[src/rtl/sfr_pkg.sv]
package sfr_pkg;

  localparam int HDR_BYTES = 4;
  localparam logic [7:0] READ_OPCODE = 8'h03;

  typedef enum logic [2:0] {
    ST_IDLE,
    ST_GAP,
    ST_LOAD,
    ST_GO,
    ST_WAIT,
    ST_DRAIN
  } seq_state_e;

  // Header byte for slot idx: opcode, then the address from the top byte down.
  function automatic logic [7:0] hdr_byte(input logic [23:0] addr, input logic [1:0] idx);
    logic [7:0] b;
    case (idx)
      2'd0:    b = READ_OPCODE;
      2'd1:    b = addr[23:16];
      2'd2:    b = addr[15:8];
      default: b = addr[7:0];
    endcase
    return b;
  endfunction

endpackage

[src/rtl/sfr_chunk_plan.sv]
module sfr_chunk_plan #(
  parameter int LEN_W     = 16,
  parameter int LVL_W     = 7,
  parameter int CHUNK_MAX = 60
) (
  input  logic             clk,
  input  logic             rst_n,
  input  logic             load,
  input  logic             advance,
  input  logic [23:0]      ld_addr,
  input  logic [LEN_W-1:0] ld_len,
  output logic [23:0]      cur_addr,
  output logic [LVL_W-1:0] chunk_len,
  output logic             last_chunk
);

  logic [LEN_W-1:0] remain;

  function automatic logic [LVL_W-1:0] clip_len(input logic [LEN_W-1:0] r);
    if (r > LEN_W'(CHUNK_MAX)) return LVL_W'(CHUNK_MAX);
    return LVL_W'(r);
  endfunction

  assign chunk_len  = clip_len(remain);
  assign last_chunk = (remain <= LEN_W'(CHUNK_MAX));

  always_ff @(posedge clk or negedge rst_n) begin
    if (!rst_n) begin
      cur_addr <= '0;
      remain   <= '0;
    end else if (load) begin
      cur_addr <= ld_addr;
      remain   <= ld_len;
    end else if (advance) begin
      cur_addr <= cur_addr + 24'(chunk_len);
      remain   <= remain - LEN_W'(chunk_len);
    end
  end

  // the planned burst never exceeds the FIFO room left after the header
  a_r2_chunk_cap: assert property (@(posedge clk) disable iff (!rst_n)
    int'(chunk_len) <= CHUNK_MAX);

  // an advance moves the address by exactly the burst just finished
  a_r7_advance: assert property (@(posedge clk) disable iff (!rst_n)
    (advance && !load) |=> (cur_addr == $past(cur_addr) + 24'($past(chunk_len))));

endmodule

[src/rtl/sfr_gap_timer.sv]
module sfr_gap_timer #(
  parameter int GAP_CYC = 20
) (
  input  logic clk,
  input  logic rst_n,
  input  logic start,
  output logic elapsed
);

  localparam int CW = $clog2(GAP_CYC + 1);

  logic [CW-1:0] cnt;

  always_ff @(posedge clk or negedge rst_n) begin
    if (!rst_n)             cnt <= '0;
    else if (start)         cnt <= CW'(GAP_CYC);
    else if (cnt != '0)     cnt <= cnt - 1'b1;
  end

  assign elapsed = (cnt == '0);

  // the countdown never runs above the configured deselect time
  a_r6_cnt_bound: assert property (@(posedge clk) disable iff (!rst_n)
    int'(cnt) <= GAP_CYC);

  // a running countdown keeps going down until it reaches zero or is restarted
  a_r6_cnt_down: assert property (@(posedge clk) disable iff (!rst_n)
    (!start && cnt != '0) |=> (cnt == $past(cnt) - 1'b1));

endmodule

[src/rtl/spi_flash_chunk_reader.sv]
module spi_flash_chunk_reader #(
  parameter int LEN_W      = 16,
  parameter int FIFO_DEPTH = 64,
  parameter int GAP_CYC    = 20,
  localparam int LVL_W     = $clog2(FIFO_DEPTH + 1)
) (
  input  logic             clk,
  input  logic             rst_n,
  input  logic             req_valid,
  output logic             req_ready,
  input  logic [23:0]      req_addr,
  input  logic [LEN_W-1:0] req_len,
  output logic             out_valid,
  input  logic             out_ready,
  output logic [7:0]       out_data,
  output logic             done,
  output logic [LVL_W-1:0] mst_burst_cnt,
  output logic [LVL_W-1:0] mst_xfer_cnt,
  output logic [7:0]       mst_tx_data,
  output logic             mst_tx_push,
  output logic             mst_start,
  input  logic [LVL_W-1:0] mst_rx_level,
  input  logic [7:0]       mst_rx_data,
  output logic             mst_rx_pop
);

  import sfr_pkg::*;

  localparam int CHUNK_MAX = FIFO_DEPTH - HDR_BYTES;
  localparam int GW        = $clog2(GAP_CYC + 1);

  seq_state_e       state;
  logic [LVL_W-1:0] pos;
  logic [LVL_W-1:0] chunk_len;
  logic [LVL_W-1:0] burst;
  logic [23:0]      cur_addr;
  logic             last_chunk;
  logic             gap_elapsed;

  // named internal events
  logic accept, zero_req, fill_ok, gap_start, in_hdr, last_pop, plan_load, plan_adv;

  assign burst     = chunk_len + LVL_W'(HDR_BYTES);
  assign accept    = req_valid && req_ready;
  assign zero_req  = accept && (req_len == '0);
  assign fill_ok   = (mst_rx_level >= burst);
  assign gap_start = (state == ST_WAIT) && fill_ok;
  assign in_hdr    = (pos < LVL_W'(HDR_BYTES));

  assign req_ready     = (state == ST_IDLE);
  assign mst_tx_push   = (state == ST_LOAD);
  assign mst_tx_data   = hdr_byte(cur_addr, pos[1:0]);
  assign mst_start     = (state == ST_GO);
  assign mst_burst_cnt = burst;
  assign mst_xfer_cnt  = LVL_W'(HDR_BYTES);
  assign out_valid     = (state == ST_DRAIN) && !in_hdr;
  assign out_data      = mst_rx_data;
  assign mst_rx_pop    = (state == ST_DRAIN) && (in_hdr || out_ready);

  assign last_pop  = mst_rx_pop && (pos == burst - 1'b1);
  assign plan_load = accept && !zero_req;
  assign plan_adv  = last_pop && !last_chunk;

  sfr_chunk_plan #(
    .LEN_W    (LEN_W),
    .LVL_W    (LVL_W),
    .CHUNK_MAX(CHUNK_MAX)
  ) u_plan (
    .clk       (clk),
    .rst_n     (rst_n),
    .load      (plan_load),
    .advance   (plan_adv),
    .ld_addr   (req_addr),
    .ld_len    (req_len),
    .cur_addr  (cur_addr),
    .chunk_len (chunk_len),
    .last_chunk(last_chunk)
  );

  sfr_gap_timer #(
    .GAP_CYC(GAP_CYC)
  ) u_gap (
    .clk    (clk),
    .rst_n  (rst_n),
    .start  (gap_start),
    .elapsed(gap_elapsed)
  );

  always_ff @(posedge clk or negedge rst_n) begin
    if (!rst_n) begin
      state <= ST_IDLE;
      pos   <= '0;
      done  <= 1'b0;
    end else begin
      done <= zero_req || (last_pop && last_chunk);
      case (state)
        ST_IDLE: if (plan_load) state <= ST_GAP;
        ST_GAP: if (gap_elapsed) begin
          state <= ST_LOAD;
          pos   <= '0;
        end
        ST_LOAD: begin
          pos <= pos + 1'b1;
          if (pos == LVL_W'(HDR_BYTES - 1)) state <= ST_GO;
        end
        ST_GO: state <= ST_WAIT;
        ST_WAIT: if (fill_ok) begin
          state <= ST_DRAIN;
          pos   <= '0;
        end
        ST_DRAIN: if (mst_rx_pop) begin
          pos <= pos + 1'b1;
          if (last_pop) state <= last_chunk ? ST_IDLE : ST_GAP;
        end
        default: state <= ST_IDLE;
      endcase
    end
  end

  // ---------------- observation logic for the assertions ----------------
  logic          fill_seen;
  logic [GW-1:0] since_fill;

  always_ff @(posedge clk or negedge rst_n) begin
    if (!rst_n) begin
      fill_seen  <= 1'b0;
      since_fill <= GW'(GAP_CYC);
    end else begin
      if (mst_start)                                    fill_seen <= 1'b0;
      else if (mst_rx_level >= mst_burst_cnt && !req_ready) fill_seen <= 1'b1;
      if (gap_start)                         since_fill <= '0;
      else if (since_fill != GW'(GAP_CYC))   since_fill <= since_fill + 1'b1;
    end
  end

  // counters at the start pulse
  a_r3_counts: assert property (@(posedge clk) disable iff (!rst_n)
    mst_start |-> (mst_xfer_cnt == LVL_W'(HDR_BYTES)) && (mst_burst_cnt > LVL_W'(HDR_BYTES))
                  && (int'(mst_burst_cnt) <= FIFO_DEPTH));

  // the start pulse directly follows the header pushes
  a_r1_push_then_start: assert property (@(posedge clk) disable iff (!rst_n)
    mst_start |-> $past(mst_tx_push));

  // popping only once the full burst has been observed in the FIFO
  a_r4_no_early_pop: assert property (@(posedge clk) disable iff (!rst_n)
    mst_rx_pop |-> fill_seen);

  // deselect gap before every start
  a_r6_gap: assert property (@(posedge clk) disable iff (!rst_n)
    mst_start |-> (since_fill == GW'(GAP_CYC)));

  // a stalled stream holds the FIFO and keeps its byte offered
  a_r10_no_pop_stall: assert property (@(posedge clk) disable iff (!rst_n)
    (out_valid && !out_ready) |-> !mst_rx_pop);
  a_r10_valid_held: assert property (@(posedge clk) disable iff (!rst_n)
    (out_valid && !out_ready) |=> out_valid);

  // zero-length request finishes on the next cycle, back in idle
  a_r8_zero_len: assert property (@(posedge clk) disable iff (!rst_n)
    zero_req |=> (done && req_ready && !mst_tx_push));

  // no stream output while a request could be accepted
  a_r11_idle_quiet: assert property (@(posedge clk) disable iff (!rst_n)
    req_ready |-> (!out_valid && !mst_rx_pop && !mst_start));

endmodule

[config.mk]
export PLATFORM = sky130hd
export DESIGN_NAME = spi_flash_chunk_reader
export DESIGN_NICKNAME = d
export VERILOG_FILES = /design/src/rtl/sfr_pkg.sv /design/src/rtl/sfr_chunk_plan.sv /design/src/rtl/sfr_gap_timer.sv /design/src/rtl/spi_flash_chunk_reader.sv
export SDC_FILE = /design/constraint.sdc
export NUM_CORES = 1
export LEC_CHECK = 0
export BUFFER_PORTS_ARGS = -buffer_cell sky130_fd_sc_hd__buf_4
export CAP_MARGIN = 10
export CORE_MARGIN = 2
export CORE_UTILIZATION = 50
export DETAILED_ROUTE_END_ITERATION = 12
export HOLD_SLACK_MARGIN = 0.15
export PLACE_DENSITY = 0.8
export SLEW_MARGIN = 0
export SYNTH_ARGS = -nofsm -noshare
export SYNTH_HDL_FRONTEND = slang
export SYNTH_SLANG_ARGS = --single-unit
[constraint.sdc]
create_clock -name clk -period 4.5 [get_ports clk]
set_input_delay 0 -clock clk [delete_from_list [all_inputs] [get_ports clk]]
set_output_delay 0 -clock clk [all_outputs]
set_load 0.01 [all_outputs]
# Word-level counts from Yosys, hierarchy flattened
# Cells that the tools add are included.
[word_totals]
reg_bits = 56
[classes]
magnitude_cmp = 4
addsub = 6
muxes = 22
n_eq_ne = 15
reduce_logical = 24
[op_table]
columns = ["operator", "count"]
rows = [
  ["two-way mux 24 bit", 2],
  ["two-way mux 7 bit", 5],
  ["two-way mux 16 bit", 2],
  ["one-hot mux 7 bit (4 select lines)", 1],
  ["adder 24 x 7 -> 24 bit", 1],
  ["one-hot mux 8 bit (3 select lines)", 1],
  ["two-way mux 3 bit", 6],
  ["one-hot mux 3 bit (6 select lines)", 1],
  ["> comparator 16 x 6 -> 1 bit, second input constant", 1],
  ["<= comparator 16 x 6 -> 1 bit, second input constant", 1],
  ["logical NOT 16 bit", 1],
  ["subtractor 16 x 7 -> 16 bit", 1],
  ["two-way mux 5 bit", 2],
  ["logical AND 1 bit", 9],
  ["inequality test 2 bit, second input constant", 4],
  ["adder 7 x 1 -> 7 bit, second input constant", 1],
  ["adder 7 x 3 -> 7 bit, second input constant", 1],
  ["== test 7 x 2 -> 1 bit, second input constant", 1],
  ["== test 7 bit", 1],
  ["greater-or-equal comparator 7 bit", 1],
  ["< comparator 7 x 3 -> 1 bit, second input constant", 1],
  ["subtractor 7 x 1 -> 7 bit, second input constant", 1],
  ["== test 3 x 2 -> 1 bit, second input constant", 2],
  ["== test 3 bit, second input constant", 2],
  ["other kinds (16)", 22],
]

# Longest topological paths before layout
# Gate-level depths: netlist (run 1).
[logic_depth]
ltp_word = 10
depth_mapped = 19
ltp_nobuf = 16

# By module
# Synthesis (run 1) repeated with hierarchy kept, for this count alone.
[unflattened]
cells_unflattened = 513
hier_area_um2 = 4443.0
[by_module_without_submodules]
columns = ["mod", "area_each_um2", "seq_area_each_um2", "n_inst", "cells_per_inst"]
rows = [
  ["sfr_chunk_plan", 2623.8, 1001.0, 1, 299],
  ["spi_flash_chunk_reader", 1565.3, 275.3, 1, 191],
  ["sfr_gap_timer", 254.0, 125.1, 1, 23],
]

# Least setup slack after synthesis (run 1)
# OpenSTA, ideal clock, no wires.
[synth_timing]
kind = "reg-to-reg"
startpoint = "register u_plan.remain[6]"
endpoint = "register u_plan.cur_addr[15]"
required_ns = 4.371
arrival_ns = 4.168
setup_ns = 0.129
path_slack_ns = 0.202
n_path_buf = 2
period_less_slack_ns = 4.298
path_stages_with_launch = 16
path_cell_list = "dfrtp_1 or4_1 buf_2 nor3_1 clkbuf_1 nand3_1 inv_1 ha_1 a21o_1 a21oi_1 o21ai_0 a21o_1 a21oi_1 nor2_1 a311oi_1 nor3_1"
[synth_via]
elab_chain_cells = 9
elab_cells_between_ends = 14
[synth_rtl]
columns = ["element", "line", "rtl"]
rows = [
  ["from (decl)", "sfr_chunk_plan.sv:17", "logic [LEN_W-1:0] remain;"],
  ["from (signal assigned)", "sfr_chunk_plan.sv:33", "remain <= ld_len;"],
  ["from (signal assigned)", "sfr_chunk_plan.sv:36", "remain <= remain - LEN_W'(chunk_len);"],
  ["> comparator 16 x 6 -> 1 bit", "sfr_chunk_plan.sv:20", "if (r > LEN_W'(CHUNK_MAX)) return LVL_W'(CHUNK_MAX);"],
  ["two-way mux 1 bit", "sfr_chunk_plan.sv:20", ""],
  ["two-way mux 7 bit", "sfr_chunk_plan.sv:21", "return LVL_W'(r);"],
  ["adder 7 x 3 -> 7 bit", "spi_flash_chunk_reader.sv:43", "assign burst = chunk_len + LVL_W'(HDR_BYTES);"],
  ["via mst_burst_cnt[1]", "spi_flash_chunk_reader.sv:17", "output logic [LVL_W-1:0] mst_burst_cnt,"],
  ["subtractor 7 x 1 -> 7 bit", "spi_flash_chunk_reader.sv:60", "assign last_pop = mst_rx_pop && (pos == burst - 1'b1);"],
  ["== test 7 bit", "spi_flash_chunk_reader.sv:60", ""],
  ["logical AND 1 bit", "spi_flash_chunk_reader.sv:60", ""],
  ["logical AND 1 bit", "spi_flash_chunk_reader.sv:62", "assign plan_adv = last_pop && !last_chunk;"],
  ["nonzero test 2 bit (no line)", "-", ""],
  ["to (signal assigned)", "sfr_chunk_plan.sv:32", "cur_addr <= ld_addr;"],
  ["to (signal assigned)", "sfr_chunk_plan.sv:35", "cur_addr <= cur_addr + 24'(chunk_len);"],
  ["to (decl)", "sfr_chunk_plan.sv:12", "output logic [23:0] cur_addr,"],
]
# The timed path passes the listed nets, and every way through them passes these cells. The select of a mux whose other input is x is not followed.
# A chain may end at the register's enable or synchronous reset.

# Final worst setup path (run 1)
[layout_timing]
startpoint = "register u_plan.remain[6]"
endpoint = "register u_plan.cur_addr[21]"
[layout_via]
elab_chain_cells = 9
elab_cells_between_ends = 14
[layout_rtl]
columns = ["element", "line"]
rows = [
  ["> comparator 16 x 6 -> 1 bit", "sfr_chunk_plan.sv:20"],
  ["two-way mux 1 bit", "sfr_chunk_plan.sv:20"],
  ["two-way mux 7 bit", "sfr_chunk_plan.sv:21"],
  ["adder 7 x 3 -> 7 bit", "spi_flash_chunk_reader.sv:43"],
  ["subtractor 7 x 1 -> 7 bit", "spi_flash_chunk_reader.sv:60"],
  ["== test 7 bit", "spi_flash_chunk_reader.sv:60"],
  ["logical AND 1 bit", "spi_flash_chunk_reader.sv:60"],
  ["logical AND 1 bit", "spi_flash_chunk_reader.sv:62"],
  ["nonzero test 2 bit (no line)", "-"],
]
# Several ways; a longest one is shown, not always the timed one. The select of a mux whose other input is x is not followed.

==> results of run 1 <==
[worst paths after layout]
path	depth (start not counted)	end	start
worst max-delay path	14	u_plan.cur_addr[21]$_DFFE_PN0P_	u_plan.remain[6]$_DFFE_PN0P_
worst min-delay path	4	state[0]$_DFFE_PN0P_	mst_rx_level[5]
worst max register to register	14	u_plan.cur_addr[21]$_DFFE_PN0P_	u_plan.remain[6]$_DFFE_PN0P_
worst min register to register	1	u_plan.remain[15]$_DFFE_PN0P_	u_plan.remain[15]$_DFFE_PN0P_
max in group asynchronous	2	pos[5]$_DFFE_PN0P_	rst_n
min in group asynchronous	2	state[1]$_DFFE_PN0P_	rst_n
[final cells by class]
class / instances / area (sq um)
inverter: 31 / 116.4
clock buffer: 6 / 72.57
clock inverter: 1 / 8.758
multi-input combinational: 424 / 2645
timing repair buffer: 129 / 1109
tap: 108 / 135.1
sequential: 56 / 1401
fill: 742 / 3105
[per-stage QoR]
stage	setup WS (ns)	instance area [sq um]	hold slack [ns]	instances	total power [W]
2_1_floorplan	0.2022	4377	-0.2956	554	0.002012
3_3_place_gp	0.3326	4881	0.00006862	697	0.002419
3_5_place_dp	0.1342	4881	0.00006862	697	0.002483
4_1_cts	0.09128	5473	0.2511	755	0.002817
5_1_grt	0.004667	5488	0.2866	755	0.003066
6_report	0.3806	5488	0.2535	755	0.002858
[flip-flops by register name (all words and copies together) (netlist names)]
register / flops
done: 1
pos: 7
u_plan.remain: 16
u_gap.cnt: 5
state: 3
u_plan.cur_addr: 24
[layer usage]
| layer | GRT usage [%] | vias to the layer above | share of wire, % |
|---|---|---|---|
| li1 | - | 2123 | - |
| met1 | 34.15 | 2098 | 41 |
| met2 | 43.48 | 244 | 47 |
| met3 | 3.453 | 46 | 7.6 |
| met4 | 12.61 | 0 | 4.9 |
| met5 | 0 | - | 0 |
[worst reg2reg max path, stage by stage, from the launching register on]
cell and delay (ns):
dfrtp_1 0.46, or4_4 0.63, nor3_1 0.23, buf_4 0.24, nand3_1 0.21, ha_1 0.35, xnor2_1 0.13, nor3_1 0.27
nor3b_1 0.23, nand3_1 0.13, a211o_1 0.33, buf_12 0.19, nor4b_2 0.34, xnor2_1 0.16, o21ai_1 0.08
[where the power goes]
| group | internal, W | switching, W |
|---|---|---|
| clock | 0.000110 | 0.000177 |
| sequential | 0.000730 | 0.000307 |
| combinational | 0.000670 | 0.000864 |
[synth_stat cells (all sizes together) (7+ instances only)]
master  instances  share of area (%)
nor4            9                1.8
a21oi          40                4.6
nand3          13                1.5
o21ai          33                3.8
nand2          45                3.9
xnor2          18                3.6
nor2           66                5.7
a211oi         12                2.1
clkbuf         22                1.9
dfrtp          56                 32
a31oi           7                1.0
inv            31                2.7
nor3           31                3.6
nand2b          8                1.2
buf            21                3.4
o22ai          14                2.0
ha             23                6.6
[placed cells by master, fill, tap and decap left out, types with 3 or more instances in the layout]
| cell | n |
|---|---|
| nor2b_1 | 5 |
| nand2_1 | 44 |
| a22oi_1 | 6 |
| o22ai_1 | 14 |
| nand4_1 | 4 |
| nor2_1 | 66 |
| and2_1 | 4 |
| or3_1 | 6 |
| nor3b_1 | 4 |
| dlygate4sd3_1 | 51 |
| a21oi_1 | 39 |
| xor2_1 | 4 |
| o211ai_1 | 3 |
| nand2b_1 | 8 |
| dfrtp_1 | 56 |
| inv_1 | 29 |
| o21ai_1 | 3 |
| conb_1 | 9 |
| mux2i_1 | 3 |
| o21ai_0 | 30 |
| nor4_1 | 7 |
| o21bai_1 | 6 |
| a211oi_1 | 12 |
| and3_1 | 6 |
| a31oi_1 | 7 |
| ha_1 | 23 |
| xnor2_1 | 18 |
| nand3_1 | 13 |
| or4_1 | 3 |
| buf_4 | 77 |
| nor3_1 | 30 |
| a21o_1 | 5 |
| clkbuf_8 | 5 |
[cells by family after synthesis]
logic type / after synthesis / synth area share (%)
flops: 56 / 32.21
fa+ha+maj: 24 / 7.075
other cells: 2 / 0.1726
buf+inv: 74 / 7.995
simple gates: 218 / 25.40
mux: 4 / 0.9491
compound gates: 145 / 20.88
xor+xnor: 24 / 5.321
[what timing repair did]
item                                    in CTS  in global routing
endpoints found under the setup margin       0                 21
hold buffers                                51                  0
hold endpoints to repair                   105                  0
resized for setup                            0                  4
==> impl_metrics.yaml, run 1 <==
cts:
  clk_latency_ns: 0.32
  cts.path.max_buffers: 2
  clkSinkCount: 56
  cts_buffers: 5
  cts_setup_buffers: 0
  cts-root-buf: "clkbuf_8"
  clk_pin_slew_ns: 0.11
  cts_tree: "built"
  htree_levels: 2
detailed_routing:
  antenna_left: 0
  vias_per_cell: 5.975
  dr.pass1.iters: 7
  drt_iter0_markers: 323
  wl_per_cell_um: 16.69
  finalWirelength_mm: 12.60
  drc: 0
  vias: 4511
timing:
  worstMarginPinSlew_ns: 1.117
  fin_crit_sh_pct: 91.54
  rsz0062_at_grt: "false"
  fmax_ghz: 0.2428
  slew_headroom_pct: 25.20
  worst_clock_skew_ns: 0.01259
  setup_violations: 0
  period_needed_ns: 4.119
  slew_viol_final: 0
  tns_ns: 0
  hold_viol: 0
critical_path:
  required_ns: 4.66
  cp_cell_sequence: "or4_4 -> nor3_1 -> buf_4 -> nand3_1 -> ha_1 -> xnor2_1 -> nor3_1 -> nor3b_1 -> nand3_1 -> a211o_1 -> buf_12 -> nor4b_2 -> xnor2_1 -> o21ai_1"
  crit_type: "flop to flop"
  crit_buf_inv: 2
  slowest_delay_ns: 0.63
  reg2reg_slack_ns: 0.38
  crit_arrival_ns: 4.28
  setup.worst_path.end_class: "flop"
  critPathSlowestCell: "or4_4"
  crit_fanout: 49
  crit_family: "simple AND/OR/NAND/NOR gates"
  start_kind: "flop"
final_layout:
  drive_gt1_share_pct: 15.92
  syn_to_final_growth_pct: 26.14
  antennaDiodeCount: 0
  final_util_pct: 63.86
  nets: 730
grt:
  grt_pass1_vias: 4397
  groute.usage.overall_pct: 26.27
  grt_start_max_net_pins: 57
  grt_pass1_wl_mm: 20.62
  grt_overflow: 0
  antenna_found_initial: 0
floorplanning:
  die-area_sq_um: 9463
  ios: 95
  dieWidth_um: 97.28
  start_util_pct: 50.63
  die_h_um: 97.28
  rows: 34
  design.core.area_sq_um: 8593
yosys:
  synth.avg_cell_area_sq_um: 7.953
  ys.flop_type: "dfrtp_1"
  synthArstFlopShare_pct: 100.0
  yosys_warnings: 0
  seq_area_frac_synth_pct: 32.21
  synth_seq_cells: 56
  syn_inst: 547
  synth_edf_count: 0
  synth_area_sq_um: 4350
  synth_cell_types: 62
hold_path:
  min_path_type: "primary input to flop"
pwr:
  power_density_nw_per_um2: 520.8
  vdd.ir_drop.worst_mv: 0.2348
  leakage_nw: 2.434
outcome:
  status: "completed"
place:
  dpl.hpwl_mm: 8.954
  place_congestion: 0.9521
  numPortBuffers: 71
job:
  maxCapViolCount: 0
Power figures use the tool's default switching activity.
==> run 2, diff against run 1 <==
--- a/config.mk
+++ b/config.mk
@@ -15,4 +15,5 @@
 export SLEW_MARGIN = 0
 export SYNTH_ARGS = -nofsm -noshare
 export SYNTH_HDL_FRONTEND = slang
+export SYNTH_HIERARCHICAL = 1
 export SYNTH_SLANG_ARGS = --single-unit
==> run 2 against run 1 <==
Net effect: maximum frequency is 4.5% lower; non-clock buffer count is 11 higher; critical endpoint is now u_plan/cur_addr[22]$_DFFE_PN0P_; wire length is 7.2% lower; synthesized cell count is 6.2% lower; total power is 14% lower; core utilization is 1.6 points higher; largest power group unchanged; highest routed layer unchanged; first-iteration DRC count is 11% lower; critical path type unchanged; global-route usage is 2.2 points lower; clock skew is 0.0041 ns lower; synthesized area is 2.1% higher; final cell count is 2.1% lower; design area is 3.5% higher.
==> impl_metrics.yaml, run 2 <==
yosys:
  synth_seq_cells: 56
  seq_area_frac_synth_pct: 31.54
  synthTopCellsByArea: "dfrtp_1 (32%), ha_1 (6.5%), nand2_1 (4.6%)"
  synthTopCellsByCount: "dfrtp_1 (56), nand2_1 (54), o21ai_0 (36)"
  syn_inst: 513
  synthArstFlopShare_pct: 100.0
  ys.flop_type: "dfrtp_1"
  synth_cell_types: 77
  synth_area_sq_um: 4443
  synth_top_area_cell: "dfrtp_1"
  yosysMostFrequentCell: "dfrtp_1"
  synth.top_cell.area_share_pct: 31.54
  synth.avg_cell_area_sq_um: 8.661
  yosys_warnings: 6
  synth_edf_count: 0
final_layout:
  drive_gt1_share_pct: 19.97
  top_regs: "u_plan/cur_addr x24, u_plan/remain x16, pos x7"
  antennaDiodeCount: 0
  fin_area_sq_um: 5680
  largest_register_ffs: 24
  num-fill-cells: 718
  final_cell_mix: "buf_4 (89), dfrtp_1 (56), nand2_1 (54)"
  top_register: "u_plan/cur_addr"
  nets: 714
  multiInputGateArea_sq_um: 2776
  seqCellArea_sq_um: 1401
  syn_to_final_growth_pct: 27.85
  final_common_cell: "buf_4"
pwr:
  leakage_nw: 2.496
  power_density_nw_per_um2: 434.2
  vdd.ir_drop.worst_mv: 0.1692
  power_w: 0.002467
cts:
  cts_tree: "built"
  cts.path.max_buffers: 2
  cts-root-buf: "clkbuf_8"
  clk_latency_ns: 0.31
  clk_pin_slew_ns: 0.10
  cts_buffers: 5
  htree_levels: 2
  clkSinkCount: 56
place:
  dpl.hpwl_mm: 8.447
  place_congestion: 0.8876
  placed_area_sq_um: 5034
  numPortBuffers: 71
timing:
  hold_viol: 0
  tns_ns: 0
  worstMarginPinSlew_ns: 0.7265
  slew_headroom_pct: 51.57
  worst_clock_skew_ns: 0.008470
  fin_crit_sh_pct: 95.85
  slew_viol_final: 0
  period_needed_ns: 4.313
  setup_violations: 0
  fmax_ghz: 0.2319
floorplanning:
  design.core.area_sq_um: 8678
  die-area_sq_um: 9656
  die_h_um: 98.27
  dieWidth_um: 98.27
  rows: 34
  start_util_pct: 51.20
  ios: 95
critical_path:
  r2r_start: "u_plan/remain[11]$_DFFE_PN0P_"
  reg2reg_slack_ns: 0.19
  slowest_delay_ns: 0.58
  cp_cell_sequence: "or4_4 -> nor4_2 -> buf_4 -> nand2b_1 -> ha_1 -> xnor2_2 -> nand3_1 -> or3_4 -> a2111oi_4 -> and2b_2 -> a21boi_2 -> buf_4 -> nand4_1 -> or3_1 -> a31oi_1"
  critPathSlowestCell: "or4_4"
  crit_top_cell: "buf_4"
  crit_type: "flop to flop"
  required_ns: 4.73
  crit_fanout: 8
  worst_r2r_path_depth: 15
  crit_arrival_ns: 4.55
  setup.worst_path.end_class: "flop"
  start_kind: "flop"
  reg2reg_to: "u_plan/cur_addr[22]$_DFFE_PN0P_"
outcome:
  status: "completed"
grt:
  grt_overflow: 0
  grt_pass1_wl_mm: 19.15
  antenna_found_initial: 0
  groute.usage.overall_pct: 24.06
  grt_pass1_vias: 4224
  grt_start_max_net_pins: 57
hold_path:
  min_path_type: "primary input to async pin"
detailed_routing:
  finalWirelength_mm: 11.69
  vias: 4400
  wl_per_cell_um: 15.81
  dr.pass1.iters: 5
  antenna_left: 0
  drc: 0
  vias_per_cell: 5.954
  drt_iter0_markers: 288
job:
  maxCapViolCount: 0
## run 2: layer usage
layer	vias up	wire length (um)	GRT usage, %
met5	-	0	0
met4	0	342	10.33
met3	29	743	3.078
met2	215	5610	39.78
met1	2086	4991	31.85
li1	2070	-	-
## run 2: critical path: cells and delay by family, from the launching register on
kind,cells,cell delay [ns]
simple gates,8,2.25
fa+ha+maj,1,0.25
compound gates,3,0.72
xor+xnor,1,0.23
buf+inv,2,0.36
flops,1,0.42
## run 2: stage by stage
step           instances  hold slack (ns)  setup slack (ns)  util [%]
6_report             739           0.2810            0.1870     65.46
5_1_grt              739           0.3353          -0.07064     65.46
4_1_cts              733           0.3032           0.06241     64.78
3_5_place_dp         675       0.00006862           0.08090     58.00
3_3_place_gp         675       0.00006862            0.2038     58.00
2_1_floorplan        519          -0.2956          0.003886         -
## run 2: final cells by class
cell class / count / area share (%)
Inverter: 29 / 1.960
Multi-Input combinational cell: 399 / 48.88
Sequential cell: 56 / 24.67
Clock inverter: 1 / 0.08811
Timing Repair Buffer: 140 / 20.75
Clock buffer: 6 / 1.278
Tap cell: 108 / 2.379
## run 2: report_power, final
group	internal (W)	total, W	switching (W)
registers	0.000622	0.000790	0.000168
logic	0.000664	0.00141	0.000746
clock network	0.000107	0.000267	0.000160
## run 2: how the worst max path moves through the flow
stage	from	to	slack [ns]	cells after the start
2_1_floorplan	u_plan/remain[11]$_DFFE_PN0P_	u_plan/cur_addr[17]$_DFFE_PN0P_	0.004	15
3_3_place_gp	u_plan/remain[11]$_DFFE_PN0P_	u_plan/cur_addr[11]$_DFFE_PN0P_	0.20	15
3_5_place_dp	u_plan/remain[11]$_DFFE_PN0P_	u_plan/cur_addr[21]$_DFFE_PN0P_	0.08	15
4_1_cts	u_plan/remain[11]$_DFFE_PN0P_	u_plan/cur_addr[21]$_DFFE_PN0P_	0.06	15
5_1_grt	u_plan/remain[11]$_DFFE_PN0P_	u_plan/cur_addr[22]$_DFFE_PN0P_	-0.07	15
6_report	u_plan/remain[11]$_DFFE_PN0P_	u_plan/cur_addr[22]$_DFFE_PN0P_	0.19	15
## run 2: kinds of logic (layout without fill, tap and decap cells)
| group | count (synthesis) | in the layout | synth area share (%) |
|---|---|---|---|
| AND/OR/NAND/NOR | 177 | 177 | 21.71 |
| AO/OA/AOI/OAI | 145 | 145 | 22.42 |
| buffers and inverters | 64 | 176 | 6.956 |
| flip-flops | 56 | 56 | 31.54 |
| XOR/XNOR | 32 | 32 | 7.575 |
| adder cells (fa/ha/maj) | 24 | 24 | 6.928 |
| multiplexers | 11 | 11 | 2.535 |
| other | 4 | 10 | 0.3378 |
## run 2: timing repair
item / CTS / global route
buffers inserted: 0 / 6
hold buffers: 51 / 0
endpoints found under the hold margin: 106 / 0
setup endpoints to repair: 0 / 15
resized for setup: 0 / 3
